<file path="src/rtl/tsfd_pkg.sv">
package tsfd_pkg;
  localparam int BYTE_W   = 8;
  localparam int WORD_W   = 16;
  localparam int RX_WORDS = 6;
  localparam int TS_WORDS = 4;

  localparam logic [3:0] TYPE_EV = 4'h4;
  localparam logic [3:0] TYPE_RX = 4'h2;
  localparam logic [3:0] TYPE_TX = 4'h1;

  typedef enum logic [1:0] {
    KIND_RX = 2'd0,
    KIND_TX = 2'd1,
    KIND_EV = 2'd2
  } rec_kind_t;

  // number of body words following a header of the given type, 0 = unknown
  function automatic logic [2:0] body_words(input logic [3:0] t);
    case (t)
      TYPE_RX: body_words = 3'(RX_WORDS);
      TYPE_TX: body_words = 3'(TS_WORDS);
      TYPE_EV: body_words = 3'(TS_WORDS);
      default: body_words = 3'd0;
    endcase
  endfunction

  function automatic rec_kind_t kind_of(input logic [3:0] t);
    case (t)
      TYPE_RX: kind_of = KIND_RX;
      TYPE_TX: kind_of = KIND_TX;
      default: kind_of = KIND_EV;
    endcase
  endfunction

  // 30-bit nanoseconds: drop the two overflow flags of the high word
  function automatic logic [29:0] ns_of(input logic [15:0] hi, input logic [15:0] lo);
    ns_of = {hi[13:0], lo};
  endfunction

  // event word idx is refreshed when it lies at or below the word count
  function automatic logic word_fresh(input int idx, input logic [1:0] wc);
    word_fresh = (idx <= int'(wc));
  endfunction
endpackage

</file>
<file path="src/rtl/tsfd_word_asm.sv">
module tsfd_word_asm #(
  parameter int BYTE_W = 8
) (
  input  logic                clk,
  input  logic                rst_n,
  input  logic                fire,
  input  logic                sof,
  input  logic                eof,
  input  logic                big_endian,
  input  logic [BYTE_W-1:0]   data,
  output logic                word_stb,
  output logic [2*BYTE_W-1:0] word
);
  logic [BYTE_W-1:0] held;
  logic              phase;

  always_ff @(posedge clk) begin
    if (!rst_n) begin
      held  <= '0;
      phase <= 1'b0;
    end else if (fire) begin
      if (sof) begin
        held  <= data;
        phase <= 1'b1;
      end else if (eof) begin
        phase <= 1'b0;
      end else if (!phase) begin
        held  <= data;
        phase <= 1'b1;
      end else begin
        phase <= 1'b0;
      end
    end
  end

  assign word_stb = fire && !sof && phase;
  assign word     = big_endian ? {held, data} : {data, held};
endmodule

</file>
<file path="src/rtl/tsfd_parser.sv">
module tsfd_parser
  import tsfd_pkg::*;
#(
  parameter int WORD_W    = 16,
  parameter int MAX_WORDS = 6
) (
  input  logic                             clk,
  input  logic                             rst_n,
  input  logic                             fire,
  input  logic                             sof,
  input  logic                             eof,
  input  logic                             word_stb,
  input  logic [WORD_W-1:0]                word,
  output logic                             rec_done,
  output rec_kind_t                        rec_kind,
  output logic [11:0]                      rec_status,
  output logic [MAX_WORDS-1:0][WORD_W-1:0] rec_words,
  output logic                             trunc
);
  localparam int IDX_W = $clog2(MAX_WORDS);

  typedef enum logic [2:0] {ST_IDLE, ST_PRE, ST_HDR, ST_BODY, ST_HALT} pstate_t;

  pstate_t                         state, nxt;
  logic [IDX_W-1:0]                widx, last_idx;
  logic [MAX_WORDS-1:0][WORD_W-1:0] bufw;

  always_comb begin
    nxt      = state;
    rec_done = 1'b0;
    trunc    = 1'b0;
    if (fire) begin
      if (sof) begin
        nxt = eof ? ST_IDLE : ST_PRE;
      end else begin
        if (word_stb) begin
          case (state)
            ST_PRE: nxt = ST_HDR;
            ST_HDR: nxt = (body_words(word[15:12]) != 3'd0) ? ST_BODY : ST_HALT;
            ST_BODY: begin
              if (widx == last_idx) begin
                rec_done = 1'b1;
                nxt      = ST_HDR;
              end
            end
            default: ;
          endcase
        end
        if (eof) begin
          trunc = (nxt == ST_BODY);
          nxt   = ST_IDLE;
        end
      end
    end
  end

  always_ff @(posedge clk) begin
    if (!rst_n) begin
      state      <= ST_IDLE;
      widx       <= '0;
      last_idx   <= '0;
      rec_kind   <= KIND_RX;
      rec_status <= '0;
      bufw       <= '0;
    end else begin
      state <= nxt;
      if (word_stb && state == ST_HDR) begin
        rec_kind   <= kind_of(word[15:12]);
        rec_status <= word[11:0];
        last_idx   <= IDX_W'(body_words(word[15:12]) - 3'd1);
        widx       <= '0;
      end else if (word_stb && state == ST_BODY) begin
        bufw[widx] <= word;
        widx       <= widx + 1'b1;
      end
    end
  end

  // the final body word is presented straight from the assembler
  always_comb begin
    for (int i = 0; i < MAX_WORDS; i++)
      rec_words[i] = (widx == IDX_W'(i)) ? word : bufw[i];
  end
endmodule

</file>
<file path="src/rtl/tsfd_event_merge.sv">
module tsfd_event_merge
  import tsfd_pkg::*;
#(
  parameter int WORDS  = 4,
  parameter int WORD_W = 16
) (
  input  logic                         clk,
  input  logic                         rst_n,
  input  logic                         upd,
  input  logic [1:0]                   wc,
  input  logic [WORDS-1:0][WORD_W-1:0] fresh,
  output logic [WORDS-1:0][WORD_W-1:0] merged,
  output logic [WORDS-1:0][WORD_W-1:0] held
);
  for (genvar g = 0; g < WORDS; g++) begin : g_word
    assign merged[g] = word_fresh(g, wc) ? fresh[g] : held[g];

    always_ff @(posedge clk) begin
      if (!rst_n)   held[g] <= '0;
      else if (upd) held[g] <= merged[g];
    end
  end
endmodule

</file>
<file path="src/rtl/tsframe_decoder.sv">
module tsframe_decoder
  import tsfd_pkg::*;
(
  input  logic        clk,
  input  logic        rst_n,
  input  logic        big_endian,
  input  logic        in_valid,
  output logic        in_ready,
  input  logic [7:0]  in_data,
  input  logic        in_sof,
  input  logic        in_eof,
  output logic        out_valid,
  input  logic        out_ready,
  output logic [1:0]  out_kind,
  output logic [11:0] out_status,
  output logic [29:0] out_ns,
  output logic [31:0] out_sec,
  output logic [15:0] out_seq,
  output logic [3:0]  out_msg,
  output logic [11:0] out_hash,
  output logic        err_trunc
);
  logic                              fire, word_stb, rec_done, trunc, ev_upd;
  logic [WORD_W-1:0]                 word;
  rec_kind_t                         rec_kind;
  logic [11:0]                       rec_status;
  logic [RX_WORDS-1:0][WORD_W-1:0]   rec_words;
  logic [TS_WORDS-1:0][WORD_W-1:0]   ev_merged, ev_held, ts_sel;
  logic [1:0]                        ev_wc;

  assign in_ready = !out_valid || out_ready;
  assign fire     = in_valid && in_ready;

  tsfd_word_asm #(.BYTE_W(BYTE_W)) u_asm (
    .clk(clk), .rst_n(rst_n), .fire(fire), .sof(in_sof), .eof(in_eof),
    .big_endian(big_endian), .data(in_data), .word_stb(word_stb), .word(word)
  );

  tsfd_parser #(.WORD_W(WORD_W), .MAX_WORDS(RX_WORDS)) u_parse (
    .clk(clk), .rst_n(rst_n), .fire(fire), .sof(in_sof), .eof(in_eof),
    .word_stb(word_stb), .word(word), .rec_done(rec_done), .rec_kind(rec_kind),
    .rec_status(rec_status), .rec_words(rec_words), .trunc(trunc)
  );

  assign ev_wc  = rec_status[1:0];
  assign ev_upd = rec_done && rec_kind == KIND_EV;

  tsfd_event_merge #(.WORDS(TS_WORDS), .WORD_W(WORD_W)) u_ev (
    .clk(clk), .rst_n(rst_n), .upd(ev_upd), .wc(ev_wc),
    .fresh(rec_words[TS_WORDS-1:0]), .merged(ev_merged), .held(ev_held)
  );

  assign ts_sel = (rec_kind == KIND_EV) ? ev_merged : rec_words[TS_WORDS-1:0];

  always_ff @(posedge clk) begin
    if (!rst_n) begin
      out_valid  <= 1'b0;
      out_kind   <= '0;
      out_status <= '0;
      out_ns     <= '0;
      out_sec    <= '0;
      out_seq    <= '0;
      out_msg    <= '0;
      out_hash   <= '0;
      err_trunc  <= 1'b0;
    end else begin
      err_trunc <= trunc;
      if (rec_done) begin
        out_valid  <= 1'b1;
        out_kind   <= rec_kind;
        out_status <= rec_status;
        out_ns     <= ns_of(ts_sel[1], ts_sel[0]);
        out_sec    <= {ts_sel[3], ts_sel[2]};
        out_seq    <= (rec_kind == KIND_RX) ? rec_words[4] : '0;
        out_msg    <= (rec_kind == KIND_RX) ? rec_words[5][15:12] : '0;
        out_hash   <= (rec_kind == KIND_RX) ? rec_words[5][11:0] : '0;
      end else if (out_ready) begin
        out_valid  <= 1'b0;
      end
    end
  end
endmodule

</file>
<file path="config.mk">
export PLATFORM = sky130hd
export DESIGN_NAME = tsframe_decoder
export DESIGN_NICKNAME = d
export VERILOG_FILES = /design/src/rtl/tsfd_pkg.sv /design/src/rtl/tsfd_word_asm.sv /design/src/rtl/tsfd_parser.sv /design/src/rtl/tsfd_event_merge.sv /design/src/rtl/tsframe_decoder.sv
export SDC_FILE = /design/constraint.sdc
export NUM_CORES = 1
export LEC_CHECK = 0
export ABC_CLOCK_PERIOD_IN_PS = 2250
export BUFFER_PORTS_ARGS = -buffer_cell sky130_fd_sc_hd__buf_2
export CAP_MARGIN = 20
export CELL_PAD_IN_SITES_DETAIL_PLACEMENT = 1
export CELL_PAD_IN_SITES_GLOBAL_PLACEMENT = 1
export CORE_MARGIN = 2
export CORE_UTILIZATION = 25
export CTS_BUF_LIST = sky130_fd_sc_hd__clkbuf_8
export CTS_CLUSTER_SIZE = 30
export DETAILED_ROUTE_END_ITERATION = 10
export GPL_ROUTABILITY_DRIVEN = 0
export GPL_TIMING_DRIVEN = 0
export PLACE_DENSITY_LB_ADDON = 0.12
export SETUP_SLACK_MARGIN = 0.02
export SLEW_MARGIN = 20
export SYNTH_ARGS = -nofsm -noshare
export SYNTH_HDL_FRONTEND = slang
export SYNTH_SLANG_ARGS = --single-unit
</file>
<file path="constraint.sdc">
create_clock -name clk -period 2.25 [get_ports clk]
set_clock_uncertainty 0.1 [all_clocks]
set_input_delay 0.675 -clock clk [delete_from_list [all_inputs] [get_ports clk]]
set_output_delay 0.675 -clock clk [all_outputs]
set_load 0.005 [all_outputs]
</file>
* After elaboration in Yosys (flattened, before gate mapping)
Cells that the tools add are included.
Widths: inputs -> output; s select.
** Word-level totals
- Register bits after elaboration :: 286
- Input port bits :: 15
- Word-level logic and storage cells :: 118
** Cells by class
- Add/subtract/negate cells :: 2
- $lt $le $gt $ge :: 5
- Equal/unequal tests :: 16
- Mux-type cells :: 47
- Bitwise gates (word level) :: 4
- Reduce and logical (&&, ||, !) cells :: 19
** Operators by type and width (number)
- $mux 16 :: 12
- $bwmux 96 :: 1
- $mux 64 :: 1
- $demux 16 s3 :: 1
- $mux 3 :: 13
- $mux 8 :: 3
- $eq 3x2->1 const B :: 5
- $mux 12 :: 1
- $mux 1 :: 11
- $pmux 3 s3 :: 1
- $logic_and 1x1->1 :: 7
- $eq 3x1->1 const B :: 2
- $eq 3x3->1 const B :: 2
- $pmux 3 s2 :: 1
- $eq 4x1->1 const B :: 1
- $eq 4x2->1 const B :: 1
- $eq 4x3->1 const B :: 1
- $le 2x2->1 const A :: 2
- $lt 3x4->1 const B :: 1
- $mux 4 :: 1
- $ne 2x2->1 const B :: 2
- $not 1->1 :: 4
- $pmux 2 s2 :: 1
- $reduce_or 2->1 :: 2
- 15 further kinds :: 16

* Longest topological paths before layout
- Depth in word-level cells :: 16
- Mapped depth :: 10
- Mapped depth without buffers :: 7

* By module
Synthesis repeated with hierarchy kept, for this count alone.
** Second synthesis, totals
- Cell total of the unflattened synthesis :: 1568
- Area, all modules :: 15275.9 µm²
** Modules (own cells, without submodules)
- tsfd_parser :: instances 1, cells an instance 687, area an instance 6034.5 µm²
- tsframe_decoder :: instances 1, cells an instance 486, area an instance 5340.1 µm²
- tsfd_event_merge :: instances 1, cells an instance 335, area an instance 3320.7 µm²
- tsfd_word_asm :: instances 1, cells an instance 60, area an instance 580.6 µm²

* Least setup slack after synthesis
OpenSTA, ideal clock, no wires.
- Kind :: input -> register
- Start :: in big_endian
- End :: reg err_trunc
- Library setup time :: 0.112 ns
- Data arrival time :: 2.171 ns
- Setup slack :: -0.133 ns
- Stages on the path :: 6
- Path buffers :: 1
- Cells stage by stage :: buf_2 -> mux2i_1 -> nand2_1 -> o21ai_1 -> nor3_1 -> a2111oi_1
** On the way
- Longest elaborated chain between the ends :: 15
** RTL lines
- start, declared :: line tsframe_decoder.sv:6 : input logic big_endian,
- $mux 16 (*) :: line tsfd_word_asm.sv:37 : assign word = big_endian ? {held, data} : {data, held};
- $eq 4x1->1 or $eq 4x3->1 (tied branches) :: line tsfd_pkg.sv:19 : case (t)
- $reduce_or 2->1 (no line)
- $pmux 3 s2 (*) :: line tsfd_pkg.sv:19
- $mux 3 (*) :: line tsfd_parser.sv:37 : case (state)
- $mux 3 (*) :: line tsfd_parser.sv:36 : if (word_stb) begin
- $mux 3 (*) :: line tsfd_parser.sv:33 : if (sof) begin
- $mux 3 (*) :: line tsfd_parser.sv:32 : if (fire) begin
- $reduce_bool 3->1 (*) :: line tsfd_parser.sv:39 : ST_HDR: nxt = (body_words(word[15:12]) != 3'd0) ? ST_BODY : ST_HALT;
- $mux 3 (*) :: line tsfd_parser.sv:39
- $pmux 3 s3 (*) :: line tsfd_parser.sv:37
- $mux 3 (*) :: line tsfd_parser.sv:36
- $mux 3 (*) :: line tsfd_parser.sv:33
- $mux 3 (*) :: line tsfd_parser.sv:32
- $eq 3x2->1 (*) :: line tsfd_parser.sv:50 : trunc = (nxt == ST_BODY);
- end signal, assigned :: line tsframe_decoder.sv:67 : err_trunc <= trunc;
- end, declared :: line tsframe_decoder.sv:21 : output logic err_trunc
Mark *: on every way between the ends. The rest lies on a longest branch, timed or not. The select of a mux whose other input is x is not followed.
A chain may end at the register's enable or synchronous reset.

* Worst setup path in the final report
- Start :: reg u_asm.phase
- End :: reg out_seq[15]
** On the way
- Longest elaborated chain between the ends :: 4
** RTL lines
- start, declared :: line tsfd_word_asm.sv:15 : logic phase;
- start signal, assigned :: line tsfd_word_asm.sv:20 : phase <= 1'b0;
- start signal, assigned :: line tsfd_word_asm.sv:24 : phase <= 1'b1;
- start signal, assigned :: line tsfd_word_asm.sv:26 : phase <= 1'b0;
- $logic_and 1x1->1 :: line tsfd_word_asm.sv:36 : assign word_stb = fire && !sof && phase;
- $mux 1 :: line tsfd_parser.sv:36
- $mux 1 :: line tsfd_parser.sv:33
- $mux 1 :: line tsfd_parser.sv:32
- end signal, assigned :: line tsframe_decoder.sv:74 : out_seq <= (rec_kind == KIND_RX) ? rec_words[4] : '0;
- end, declared :: line tsframe_decoder.sv:18 : output logic [15:0] out_seq,
Every way passes these cells.

==> run metrics <==
final hold viol count=0; synth cell count leaders=dfxtp_1, nand2_1, clkbuf_1, o211a_1, a21boi_0; max incr delay on CP=about 0.34 ns; gr busiest metal=met2; asr flop ratio synth=0; clk root buf=clkbuf_8; Startpoint Class=flop; Row Count=80; maximum fanout along the worst path=10; Clock Sinks=between 200 and 300; top_reg_cell synth=dfxtp_1; register area share after synthesis=0.4652; clock network power share=0.467; count leader, synth=dfxtp_1; clk_lat worst skew=approximately 0.64 ns; Reg clk slew, reported paths=0.06 ns; Switch Pwr=2767 uW; largest cells by area after synthesis=dfxtp_1, nand2_1, o211a_1; Final Max Slew Viols=0; CTS Buffer Depth=3; setup violation total in the final timing report=0; Max Cap Viol=0; syn_area_per_cell=about 8.9 um^2; Worst EP arrival=around 2.7 ns; Net Sw Frac=0.2598; vias per cell=roughly 5.0; critical path cell sequence=nor3b_4, nand4_4, buf_12, nor2_4, buf_6, buf_6, o2111ai_1, a21boi_1; post-route cell area=0.01574 mm^2; Worst slew margin=0.2830; drt first-iter violations=around 560; met1 Track Usage GR=0.2662; Die ar.=about 0.050 mm^2; first-pass GRT wire length=73480 um; Mapped Area=0.01214 mm^2; vias in the first global route=approximately 11000; Reg2Reg Setup Slack=approximately 0.043 ns; Routed Antenna Nets=0; period utilisation layout=0.9807; layout cells sized above 1=0.2403; Synth area leader=dfxtp_1; EDFF count, synth=0; Cell variety after synth=46; Hold WC Path Type=in -> reg; PwrDens=between 600 and 700 mW/mm^2; drt pass-1 iters=4; Core Region=about 0.048 mm^2; RSZ-0062 raised after global routing=yes; initial antenna violation count=1; Syn Nets=roughly 1400; Area after DPL=between 0.01 and 0.015 mm^2; Tot GR Track Use=0.1959; element type at the critical path end=flop; f_max=453.2 MHz; Gate power share=0.061; Leak=0.007019 uW; Int Pwr=a little under 8000 uW; WS Path Type=reg -> reg; #FFs+latches synth=roughly 280; layout net count=1612; Die Y=between 200 and 250 um; H-tree depth=2; IO Port Bufs=123; routed vias=11110; Ys Warns=0; grt ovf=0; met3 Usage GRT=0.03553; Critical-path top delay cell=dfxtp_2; Crit path required time=2.72 ns; wirelength, routed=approximately 50000 um; IO Pins=~130; synthesized instance count=between 1000 and 1500; Detail Placement HPWL=roughly 34000 um; hold slack=about 0.23 ns; Num CTS Buffers=between 50 and 60; CTS tree=yes; crit path time final=roughly 2.2 ns; GRT met2 Usage=0.3177; Slew @ Worst Pin=between 1 and 1.5 ns; Most common cell on crit path=buf_6; width of the die=224.3 um; largest net degree at the start of global routing=13; Synth top area share=0.4652; area grow syn2layout=29.67%; # DRC=0; drt wl/cell=approximately 22 um; n_diodes=0; Max IR drop VDD=about 320 uV; hold_buf cts=0; status=finished clean; Starting Density=0.2536; sequential power share=0.471
## final timing paths
path / startpoint / end / depth (start not counted)
setup / recovery: u_asm.phase$_SDFFE_PN0N_ / out_seq[15]$_SDFFE_PN0P_ / 8
hold / removal: in_eof / u_parse.state[0]$_SDFFE_PN0N_ / 2
setup reg to reg: u_asm.phase$_SDFFE_PN0N_ / out_seq[15]$_SDFFE_PN0P_ / 8
hold reg to reg: out_seq[13]$_SDFFE_PN0P_ / out_seq[13]$_SDFFE_PN0P_ / 2
## cell type report
cell class	count	area, um^2
fillers	5595	32110
multi-input cells	943	6200
flip-flops and latches	282	5654
repair buffers	183	1242
clock buffers	68	935.9
plain buffers	122	820.8
well taps	615	769.5
clock inverters	22	83.83
inverters	7	30.03
## through the flow
stage          setup WS [ns]  setup TNS [ns]  power, uW  utilization  instances
2_1_floorplan       -0.04684         -0.3253       5380            -       1359
3_3_place_gp          -1.187         -199.64       5654       0.2852       2097
3_5_place_dp          -1.131         -181.36       5675       0.2867       2100
4_1_cts              0.02047               0      10800       0.3201       2225
5_1_grt             -0.05868         -0.8963      11070       0.3289       2242
6_report             0.04339               0      10650       0.3289       2242
## what timing repair did
action / in CTS / in global routing
setup buffers: 37 / 17
pin swaps: 7 / 22
resized for setup: 78 / 164
endpoints found under the setup margin: 260 / 230
gates cloned: 0 / 3
## layout by cell type (no fill, tap or decap), types with 4 or more instances in the layout
cell type,synthesis,routed
buf_12,0,11
a21oi_1,51,42
mux2i_2,0,4
clkbuf_1,92,38
nor4_4,2,5
a21boi_0,86,36
xnor2_1,6,5
o211ai_1,46,46
buf_4,1,47
a21boi_1,8,57
dfxtp_2,0,4
mux2i_4,0,9
clkbuf_2,0,21
dfxtp_1,282,277
o21ai_1,4,5
clkbuf_4,0,17
ha_1,5,4
inv_1,7,27
or2b_1,4,4
o211a_1,90,90
clkbuf_8,0,69
nor2b_1,26,26
o21ai_0,49,48
nand3_1,52,52
nand2_2,0,6
mux2i_1,71,58
buf_8,0,6
nand2_1,270,264
buf_1,5,5
and2_1,4,4
o2111ai_1,33,33
nand2b_1,45,43
a21oi_2,0,9
buf_6,3,25
buf_2,26,132
nor2_1,57,57
## layer usage
layer | routed length [um] | share of wire
met5 | 0 | 0
met4 | 1253 | 0.025
met3 | 1993 | 0.040
met2 | 22940 | 0.46
met1 | 23600 | 0.47
## cell families after synthesis
family | synth area share
simple gates | 0.1835
fa+ha+maj | 0.005155
mux | 0.06135
buf+inv | 0.04629
compound gates | 0.2341
flops | 0.4652
xor+xnor | 0.004330
## power by group through the flow
| stage | Clock [uW] | Sequential [uW] | Combinational [uW] |
|---|---|---|---|
| 2_1_floorplan | 0 | 5120 | 256 |
| 3_3_place_gp | 0 | 5130 | 528 |
| 3_5_place_dp | 0 | 5130 | 547 |
| 4_1_cts | 5140 | 5020 | 640 |
| 5_1_grt | 5380 | 5020 | 672 |
| 6_report | 4980 | 5020 | 652 |
## flip-flops by register name, summed over array words and instances, names as in the netlist
| signal | cells |
|---|---|
| out_valid | 1 |
| u_ev.held | 46 |
| out_status | 12 |
| out_kind | 2 |
| u_parse.state | 3 |
| u_parse.bufw | 94 |
| u_parse.rec_kind | 2 |
| u_asm.phase | 1 |
| out_hash | 12 |
| out_ns | 30 |
| out_sec | 32 |
| u_asm.held | 8 |
| u_parse.widx | 3 |
| out_msg | 4 |
| u_parse.rec_status | 12 |
| out_seq | 16 |
| u_parse.last_idx | 3 |
| err_trunc | 1 |
## worst max-delay path: cells and delay by family (launching register included)
kind                   cells  cell delay (ns)
DFF                        1             0.34
AOI/OAI and AO/OA          2             0.37
buffers and inverters      3             0.57
and+or+nand+nor            3             0.74
(Power assumes the default switching activity.)
